==> config.mk <==
export PLATFORM = sky130hd
export DESIGN_NAME = macro_decoder
export DESIGN_NICKNAME = d
export VERILOG_FILES = /design/src/rtl/mxd_pkg.sv /design/src/rtl/mxd_align_check.sv /design/src/rtl/mxd_opcode_classify.sv /design/src/rtl/mxd_expand_seq.sv /design/src/rtl/macro_decoder.sv
export SDC_FILE = /design/constraint.sdc
export NUM_CORES = 1
export LEC_CHECK = 0
export ABC_CLOCK_PERIOD_IN_PS = 2400
export CORE_MARGIN = 2
export CORE_UTILIZATION = 63
export DETAILED_ROUTE_END_ITERATION = 6
export DONT_BUFFER_PORTS = 1
export GPL_TIMING_DRIVEN = 0
export PLACE_DENSITY = 0.84
export RECOVER_POWER = 25
export SYNTH_ARGS = -nofsm -noshare
export SYNTH_HDL_FRONTEND = slang
export SYNTH_SLANG_ARGS = --single-unit
==> constraint.sdc <==
create_clock -name clk -period 2.4 [get_ports clk]
set_clock_uncertainty 0.2 [all_clocks]
set_input_delay 0.24 -clock clk [delete_from_list [all_inputs] [get_ports clk]]
set_output_delay 0.24 -clock clk [all_outputs]
set_load 0.01 [all_outputs]
==> src/rtl/mxd_pkg.sv <==
package mxd_pkg;
  localparam int WORD_W = 64;
  localparam int OPC_W  = 8;
  localparam int REG_W  = 4;
  localparam int OPC_LO = WORD_W - OPC_W;
  localparam int RA_LO  = OPC_LO - REG_W;
  localparam int RB_LO  = RA_LO - REG_W;
  localparam int RC_LO  = RB_LO - REG_W;

  localparam logic [OPC_W-1:0] OP_PASS_MAX = 8'h07;
  localparam logic [OPC_W-1:0] OP_XOR      = 8'h05;
  localparam logic [OPC_W-1:0] OP_CLRRANGE = 8'h40;

  typedef enum logic [1:0] {
    KIND_PASS    = 2'd0,
    KIND_MACRO   = 2'd1,
    KIND_ILLEGAL = 2'd2
  } kind_e;

  function automatic logic [WORD_W-1:0] self_xor(input logic [REG_W-1:0] r);
    logic [WORD_W-1:0] w;
    w = '0;
    w[WORD_W-1:OPC_LO] = OP_XOR;
    w[OPC_LO-1:RA_LO]  = r;
    w[RA_LO-1:RB_LO]   = r;
    w[RB_LO-1:RC_LO]   = r;
    return w;
  endfunction
endpackage

==> src/rtl/mxd_align_check.sv <==
module mxd_align_check #(
  parameter int ADDR_W     = 32,
  parameter int ALIGN_BITS = 3
) (
  input  logic [ADDR_W-1:0] addr,
  output logic              misaligned
);
  generate
    if (ALIGN_BITS > 0) begin : g_chk
      assign misaligned = |addr[ALIGN_BITS-1:0];
    end else begin : g_none
      assign misaligned = 1'b0;
    end
  endgenerate
endmodule

==> src/rtl/mxd_opcode_classify.sv <==
module mxd_opcode_classify
  import mxd_pkg::*;
(
  input  logic [OPC_W-1:0] opcode,
  output kind_e            kind
);
  always_comb begin
    if (opcode <= OP_PASS_MAX)      kind = KIND_PASS;
    else if (opcode == OP_CLRRANGE) kind = KIND_MACRO;
    else                            kind = KIND_ILLEGAL;
  end
endmodule

==> src/rtl/mxd_expand_seq.sv <==
module mxd_expand_seq
  import mxd_pkg::*;
(
  input  logic              clk,
  input  logic              rst_n,
  input  logic              flush,
  input  logic              accept,
  input  logic [WORD_W-1:0] word,
  input  logic              misaligned,
  input  kind_e             kind,
  input  logic              out_ready,
  output logic              out_valid,
  output logic [WORD_W-1:0] out_uop,
  output logic              busy,
  output logic              fault_misalign,
  output logic              fault_illegal
);
  logic [REG_W-1:0] first_r, last_r;
  logic [REG_W-1:0] cur_q, last_q;
  logic             advance;

  assign first_r = word[OPC_LO-1:RA_LO];
  assign last_r  = word[RA_LO-1:RB_LO];
  assign advance = !out_valid || out_ready;

  always_ff @(posedge clk or negedge rst_n) begin
    if (!rst_n) begin
      out_valid      <= 1'b0;
      out_uop        <= '0;
      busy           <= 1'b0;
      cur_q          <= '0;
      last_q         <= '0;
      fault_misalign <= 1'b0;
      fault_illegal  <= 1'b0;
    end else if (flush) begin
      out_valid      <= 1'b0;
      busy           <= 1'b0;
      fault_misalign <= 1'b0;
      fault_illegal  <= 1'b0;
    end else begin
      fault_misalign <= 1'b0;
      fault_illegal  <= 1'b0;
      if (busy) begin
        if (advance) begin
          out_valid <= 1'b1;
          out_uop   <= self_xor(cur_q);
          if (cur_q == last_q) busy <= 1'b0;
          else                 cur_q <= cur_q + 1'b1;
        end
      end else if (accept) begin
        if (misaligned) begin
          fault_misalign <= 1'b1;
          out_valid      <= 1'b0;
        end else begin
          unique case (kind)
            KIND_PASS: begin
              out_valid <= 1'b1;
              out_uop   <= word;
            end
            KIND_MACRO: begin
              if (first_r > last_r) begin
                out_valid <= 1'b0;
              end else begin
                out_valid <= 1'b1;
                out_uop   <= self_xor(first_r);
                if (first_r != last_r) begin
                  busy   <= 1'b1;
                  cur_q  <= first_r + 1'b1;
                  last_q <= last_r;
                end
              end
            end
            default: begin
              fault_illegal <= 1'b1;
              out_valid     <= 1'b0;
            end
          endcase
        end
      end else if (out_ready) begin
        out_valid <= 1'b0;
      end
    end
  end


  stall_hold_chk: assert property (@(posedge clk) disable iff (!rst_n)
    (out_valid && !out_ready && !flush) |=> (out_valid && $stable(out_uop)));


  expand_block_chk: assert property (@(posedge clk) disable iff (!rst_n)
    (accept && !flush && !misaligned && kind == KIND_MACRO && first_r < last_r) |=> busy);


  misalign_quiet_chk: assert property (@(posedge clk) disable iff (!rst_n)
    fault_misalign |-> !out_valid);


  illegal_quiet_chk: assert property (@(posedge clk) disable iff (!rst_n)
    fault_illegal |-> (!out_valid && !fault_misalign));
endmodule

==> src/rtl/macro_decoder.sv <==
module macro_decoder
  import mxd_pkg::*;
#(
  parameter int ADDR_W     = 32,
  parameter int ALIGN_BITS = 3
) (
  input  logic              clk,
  input  logic              rst_n,
  input  logic              flush,
  input  logic              in_valid,
  output logic              in_ready,
  input  logic [63:0]       in_word,
  input  logic [ADDR_W-1:0] in_addr,
  output logic              out_valid,
  input  logic              out_ready,
  output logic [63:0]       out_uop,
  output logic              fault_misalign,
  output logic              fault_illegal
);
  logic  misaligned;
  kind_e kind;
  logic  busy;
  logic  accept;

  assign in_ready = !busy && (!out_valid || out_ready);
  assign accept   = in_valid && in_ready && !flush;

  mxd_align_check #(.ADDR_W(ADDR_W), .ALIGN_BITS(ALIGN_BITS)) u_align (
    .addr       (in_addr),
    .misaligned (misaligned)
  );

  mxd_opcode_classify u_class (
    .opcode (in_word[WORD_W-1:OPC_LO]),
    .kind   (kind)
  );

  mxd_expand_seq u_seq (
    .clk            (clk),
    .rst_n          (rst_n),
    .flush          (flush),
    .accept         (accept),
    .word           (in_word),
    .misaligned     (misaligned),
    .kind           (kind),
    .out_ready      (out_ready),
    .out_valid      (out_valid),
    .out_uop        (out_uop),
    .busy           (busy),
    .fault_misalign (fault_misalign),
    .fault_illegal  (fault_illegal)
  );


  flush_clear_chk: assert property (@(posedge clk) disable iff (!rst_n)
    flush |=> (!out_valid && in_ready));
endmodule

==> results of run 1 <==
==> synth_stat cells (all sizes together) <==
cell type  instances  area, sq um
dfrtp             76         1902
nand2             56        210.2
inv               51        191.4
mux2i             49        490.5
mux2              22        262.8
a21oi             15        75.07
nor2b             14        87.58
buf               11        88.83
nor2               7        26.28
clkbuf             6        22.52
ha                 5        62.56
xnor2              5        43.79
nand4              3        18.77
nor4               3        33.78
nand3              2        15.01
nor3               2        20.02
o21ai              2        10.01
or3                2        12.51
a2111oi            1        8.760
a211oi             1        7.510
a22oi              1        7.510
a41o               1        10.01
a41oi              1        8.760
and3               1        6.260
nand2b             1        6.260
nor3b              1        7.510
nor4b              1        15.01
o211ai             1        7.510
o31a               1        8.760
or4                1        11.26
xor2               1        8.760
==> through the flow <==
stage / area, sq um / utilization (%) / hold WS [ns]
global placement: 3777 / 67.77 / -0.2541
finish: 4695 / 84.22 / 0.003927
detailed placement: 3777 / 67.77 / -0.2541
floorplan: 3687 / - / -0.2556
CTS: 4652 / 83.46 / 0.006815
global route: 4692 / 84.18 / 0.009262
==> where the power goes <==
part | total [mW] | leakage (nW) | internal [mW] | switching, mW
Clock | 1.20 | 0.124 | 0.725 | 0.476
Combinational | 0.223 | 1.44 | 0.117 | 0.106
Sequential | 1.35 | 0.825 | 1.31 | 0.0409
==> worst paths after layout <==
path                                       end  slack [ns]  depth (start not counted)
max                            u_seq.last_q[2]        0.09                          6
min                        u_seq.fault_illegal       0.004                          3
max reg2reg                    u_seq.last_q[2]        0.09                          6
min reg2reg                    u_seq.last_q[1]        0.35                          1
max in group asynchronous      u_seq.out_valid        0.85                          2
min in group asynchronous    u_seq.out_uop[62]        0.45                          2
==> cells by family after synthesis <==
family | share of synthesized area, %
xor+xnor | 1.425
compound gates | 3.903
flops | 51.58
buf+inv | 8.211
simple gates | 12.76
mux | 20.43
fa+ha+maj | 1.697
==> layout make-up <==
cell class,count,area [sq um]
Sequential cell,76,1903
Multi-Input combinational cell,200,1508
Fill cell,314,879.6
Timing Repair Buffer,65,635.6
Inverter,51,191.4
Clock buffer,11,141.4
Buffer,17,115.1
Clock inverter,5,107.6
Tap cell,72,90.09
Antenna cell,1,2.502
==> routing by layer <==
| metal | track usage (%) | wire, um | vias up |
|---|---|---|---|
| met1 | 33.88 | 3418 | 1386 |
| li1 | - | - | 1270 |
| met2 | 52.25 | 5009 | 151 |
| met4 | 16.95 | 342 | 0 |
| met3 | 9.326 | 806 | 34 |
| met5 | 0 | 0 | - |
==> timing repair <==
| action | 4_1_cts | 5_1_grt |
|---|---|---|
| setup buffers | 1 | 4 |
| endpoints found under the setup margin | 4 | 60 |
| pin swaps | 1 | 2 |
| hold endpoints to repair | 133 | 0 |
| gates resized for setup | 0 | 11 |
| hold buffers | 60 | 0 |
==> state kept, by name (all words and copies together), names as in the netlist <==
name and count:
u_seq.busy 1, u_seq.out_valid 1, u_seq.last_q 4, u_seq.fault_illegal 1
u_seq.out_uop 64, u_seq.cur_q 4, u_seq.fault_misalign 1
==> worst max-delay path: cells and delay by family, from the launching register on <==
family | cells | cell delay [ns]
buf+inv | 1 | 0.15
flops | 1 | 0.44
mux | 1 | 0.29
simple gates | 4 | 1.11
==> results.json, run 1 <==
{
  "clkTransAtPathRegs_ns": 0.08,
  "final.setup.tns_ns": 0,
  "critical_path_arrival_ns": 2.35,
  "core-area_sq_um": 5574,
  "fin_total_pwr_mw": 2.778,
  "pre_cts_ws_ns": -0.2620,
  "power.density_nw_per_um2": 591.7,
  "setup_violations": 0,
  "synth.distinct_cells": 37,
  "cts_tree": "built",
  "die_h_um": 80.51,
  "drt-vias-per-instance": 5.705,
  "cp-end-kind": "flip-flop",
  "route.detailed.drc": 0,
  "overflow": 0,
  "portBuffers": 0,
  "dieArea_sq_um": 6481,
  "netlist_area_sq_um": 3687,
  "hold_viol_final": 0,
  "syn_to_final_growth_pct": 27.32,
  "fp-row-count": 27,
  "final_common_cell": "dfrtp_1",
  "wl_um": 9577,
  "cpPeakStageDelay_ns": 0.52,
  "cp_max_fo": 6,
  "first_pass_iters": 4,
  "cts-root-buf": "clkbuf_8",
  "cap_violations": 0,
  "htreeDepth": 3,
  "rr_startpoint": "u_seq.out_valid",
  "ir_worst_vdd_v": 0.0004403,
  "synthCells": 344,
  "start_util_pct": 66.15,
  "layout-drive-gt1-share_pct": 12.24,
  "boundaryPins": 169,
  "gp_congestion": 0.8415,
  "grt_pass1_vias": 3072,
  "hold_start": "in_valid",
  "path_cells": "nor2b_4 -> nor4b_4 -> nand2_1 -> or4_4 -> buf_6 -> mux2_4",
  "syn_nets": 450,
  "grt_use_total_pct": 30.61,
  "grt_max_degree": 77,
  "drtIter0Drc": 185,
  "crit_type": "flip-flop to flip-flop",
  "crit_start": "u_seq.out_valid",
  "ys_seq_elements": 76,
  "ant_nets": 0,
  "critPathRequiredTime_ns": 2.43,
  "clock-sinks": 76,
  "critPathLaunchType": "flip-flop",
  "layout.cells.non_filler": 498,
  "antenna_found_initial": 0,
  "finalCritPeriodShare_pct": 96.43,
  "yosysSeqAreaShare_pct": 51.58,
  "p_leak_nw": 2.390,
  "dp_cells": 416,
  "grt_pass1_wl_um": 14750,
  "dpl.hpwl_um": 5482,
  "worst_skew_pair.late_latency_ns": 0.34,
  "holdCritPathClass": "input port to flip-flop",
  "slew_headroom_pct": 33.46,
  "clockBufferDepth": 2,
  "maxSlewViolCount": 0,
  "min_period_ns": 2.314,
  "final.setup.worst_slack_ns": 0.08564,
  "layout_common_cells": "75 x dfrtp_1, 59 x dlygate4sd3_1, 56 x nand2_1, 51 x inv_1, 49 x mux2i_1",
  "yosys_warnings": 0,
  "cts_buffers": 9,
  "tightest_slew_ns": 0.9981,
  "avgSynthCellArea_sq_um": 10.72,
  "crit_path_top_delay_cell": "or4_4",
  "fmax_ghz": 0.4321,
  "nets": 526,
  "status": "complete, no violations",
  "wl_per_cell_um": 19.23,
  "die_w_um": 80.51,
  "vias": 2841
}
No activity file was read; power rests on OpenSTA's default activity.
==> run 2: changes to the inputs <==
SETUP_SLACK_MARGIN = 0.4   (was default)
SYNTH_HIERARCHICAL = 1   (was default)
==> run 2 against run 1 <==
Against the previous run:
- the flow now finishes with violations (hold timing)
- non-clock buffer count is 22 higher
- cell area is 10% higher
- combinational power is 14% higher
- via count is 8.0% higher
- critical path type unchanged
- largest cell class unchanged
- highest routed layer unchanged
==> results.json, run 2 <==
{
  "path_cells": "a2111oi_4 -> nor4b_4 -> a21oi_2 -> a31oi_2 -> buf_6 -> buf_12 -> clkbuf_16 -> mux2i_2",
  "synth_compound_area_share_pct": 5.119,
  "worst_skew_pair.late_latency_ns": 0.35,
  "crit_type": "flip-flop to flip-flop",
  "syn_to_final_growth_pct": 38.68,
  "crit_path_top_delay_cell": "dfrtp_2",
  "clock_power_share_pct": 36.4,
  "r2r.worst_path.cells": 8,
  "power.density_nw_per_um2": 504.1,
  "final_common_cell": "dfrtp_1",
  "synthCells": 359,
  "layout-drive-gt1-share_pct": 18.83,
  "synthFlopType": "dfrtp_1",
  "synth_top_family_by_area": "multiplexers",
  "tightest_slew_ns": 0.5711,
  "dpl.hpwl_um": 5795,
  "ir_worst_vdd_v": 0.0004408,
  "critPathRequiredTime_ns": 2.47,
  "setup_violations": 0,
  "gp_congestion": 0.8413,
  "fin_total_pwr_mw": 2.615,
  "final.setup.tns_ns": 0,
  "worst-path-buf-inv": 3,
  "clock-sinks": 76,
  "ant_nets": 0,
  "final.setup.worst_slack_ns": 0.06300,
  "grt_use_total_pct": 31.53,
  "synth_top_area_share_pct": 50.85,
  "synth_commonest_cells": "76 x dfrtp_1, 69 x nand2_1, 59 x inv_1, 53 x mux2i_1, 15 x mux2_1",
  "vias": 3068,
  "critical_path_arrival_ns": 2.40,
  "wl_per_cell_um": 20.68,
  "clkTransAtPathRegs_ns": 0.08,
  "p_leak_nw": 2.505,
  "cpPeakStageDelay_ns": 0.46,
  "nets": 563,
  "synth.most_common_cell": "dfrtp_1",
  "r2r-end": "u_seq/out_uop[20]",
  "slew_headroom_pct": 61.52,
  "wl_um": 11130,
  "start_util_pct": 64.31,
  "status": "finished, violations left",
  "clockBufferDepth": 2,
  "die_w_um": 81.05,
  "p_switching_mw": 0.6555,
  "timing.reg2reg.setup_slack_ns": 0.06,
  "synth_edf_count": 0,
  "fp-row-count": 28,
  "portBuffers": 0,
  "crit_family": "compound AO/OA/AOI/OAI gates",
  "antenna_found_initial": 1,
  "violations": "hold timing",
  "cp_max_fo": 7,
  "yosys.area.top_type": "dfrtp_1",
  "swShare_pct": 25.07,
  "cp-end-kind": "flip-flop",
  "first_pass_iters": 4,
  "synth_xor_area_share_pct": 0.9368,
  "holdCritPathClass": "input port to async pin",
  "synth_fa_ha_area_share_pct": 1.673,
  "grt_max_degree": 77,
  "async_reset_ff_share_pct": 100.0,
  "die_h_um": 81.05,
  "rsz0062_at_grt": "true",
  "grt_pass1_wl_um": 15470,
  "critPathLaunchType": "flip-flop",
  "largest_reg_flops": 64,
  "pwr-share-seq_pct": 53.9,
  "hold_ws_ns": -0.6228,
  "muxShareOfSynthArea_pct": 19.61,
  "min_period_ns": 2.337,
  "dieArea_sq_um": 6568,
  "synth-simple-area-share_pct": 12.28,
  "post_dp_cell_area_sq_um": 3872,
  "hold_viol_final": 76,
  "grt_pass1_vias": 3209,
  "fmax_ghz": 0.4279,
  "cts_tree": "built",
  "largest_registers": "u_seq/out_uop x64, u_seq/cur_q x4, u_seq/last_q x4",
  "cts_buffers": 9,
  "drtIter0Drc": 270,
  "design_area_sq_um": 5186,
  "boundaryPins": 169,
  "finalCritPeriodShare_pct": 97.37,
  "synth_area_leaders": "dfrtp_1 51%, mux2i_1 14%, nand2_1 6.9%",
  "drt-vias-per-instance": 5.703,
  "yosys_warnings": 6,
  "pwr-share-comb_pct": 9.8,
  "core-area_sq_um": 5816,
  "ys_seq_elements": 76,
  "cts-root-buf": "clkbuf_8",
  "layout_common_cells": "75 x dfrtp_1, 66 x nand2_1, 64 x dlygate4sd3_1, 57 x inv_1, 47 x mux2i_1",
  "internal-power_mw": 1.959,
  "syn_nets": 465,
  "maxSlewViolCount": 0,
  "pre_cts_ws_ns": -0.06654,
  "htreeDepth": 3,
  "avgSynthCellArea_sq_um": 10.42,
  "yosysSeqAreaShare_pct": 50.85,
  "largest_register": "u_seq/out_uop",
  "synth.distinct_cells": 38,
  "route.detailed.drc": 0,
  "netlist_area_sq_um": 3740,
  "overflow": 0,
  "rr_startpoint": "u_seq/out_valid",
  "cap_violations": 0
}
[run 2: cell types whose count changed after synthesis, sizes merged, moves of 3 or more]
cell	previous run	this run
mux2i	49	53
nor2	7	4
o21ai	2	8
and2	0	3
inv	51	60
mux2	22	18
nor2b	14	3
nand2	56	69
a21oi	15	6
[run 2: worst reg2reg max path: stages (launching register included)]
cell       delay (ns)
dfrtp_2          0.46
a2111oi_4        0.32
nor4b_4          0.31
a21oi_2          0.11
a31oi_2          0.17
buf_6            0.17
buf_12           0.16
clkbuf_16        0.16
mux2i_2          0.20
[run 2: logic make-up (layout without fill, tap and decap cells)]
family          count (synthesis)  after routing
simple gates                   99             99
xor+xnor                        4              4
compound gates                 27             27
flops                          76             76
other cells                     0              1
mux                            71             71
buf+inv                        77            180
fa+ha+maj                       5              5
[run 2: layout make-up]
cell class,count,area [sq um]
tap,75,93.84
sequential,76,1903
inverter,60,225.2
clock buffer,11,131.4
clock inverter,5,52.55
multi-input combinational,206,1643
antenna,1,2.502
timing repair buffer,87,947.2
fill,240,629.4
buffer,17,187.7
[run 2: repair_timing]
item                       in CTS  in global routing
setup buffers                   9                  8
pin swaps                       3                  6
hold endpoints to repair      147                 79
resized for setup              24                 21
gates cloned                    2                  3
setup endpoints to repair      72                 74
hold buffers                   63                  2
[run 2: how the worst max path moves through the flow]
stage               cells after the start            start                end  slack, ns
finish                                  8  u_seq/out_valid  u_seq/out_uop[20]       0.06
global route                            8  u_seq/out_valid  u_seq/out_uop[33]      -0.04
CTS                                     7  u_seq/out_valid  u_seq/out_uop[50]       0.03
detailed placement                      7  u_seq/out_valid  u_seq/out_uop[50]      -0.07
global placement                        7  u_seq/out_valid  u_seq/out_uop[49]      -0.02
floorplan                               7  u_seq/out_valid  u_seq/out_uop[48]       0.14
[run 2: layer usage]
layer / vias to the layer above / wire length [um] / GRT usage, %
li1: 1355 / - / -
met5: - / 0 / 0
met3: 36 / 723 / 7.444
met2: 151 / 6038 / 55.87
met1: 1526 / 4006 / 36.15
met4: 0 / 357 / 14.24
[run 2: per-stage QoR]
stage	instances	util (%)	hold slack, ns
3_3_place_gp	434	66.59	-0.2538
6_report	538	89.18	-0.6228
2_1_floorplan	359	-	-0.2556
5_1_grt	538	89.18	-0.6515
4_1_cts	524	84.64	-0.6290
3_5_place_dp	434	66.59	-0.2537
[run 2: power groups by stage]
stage	sequential, mW	combinational [mW]	clock [mW]
detailed placement	1.43	0.121	0
global route	1.42	0.274	1.02
floorplan	1.42	0.0989	0
global placement	1.43	0.109	0
CTS	1.41	0.209	0.954
finish	1.41	0.255	0.951
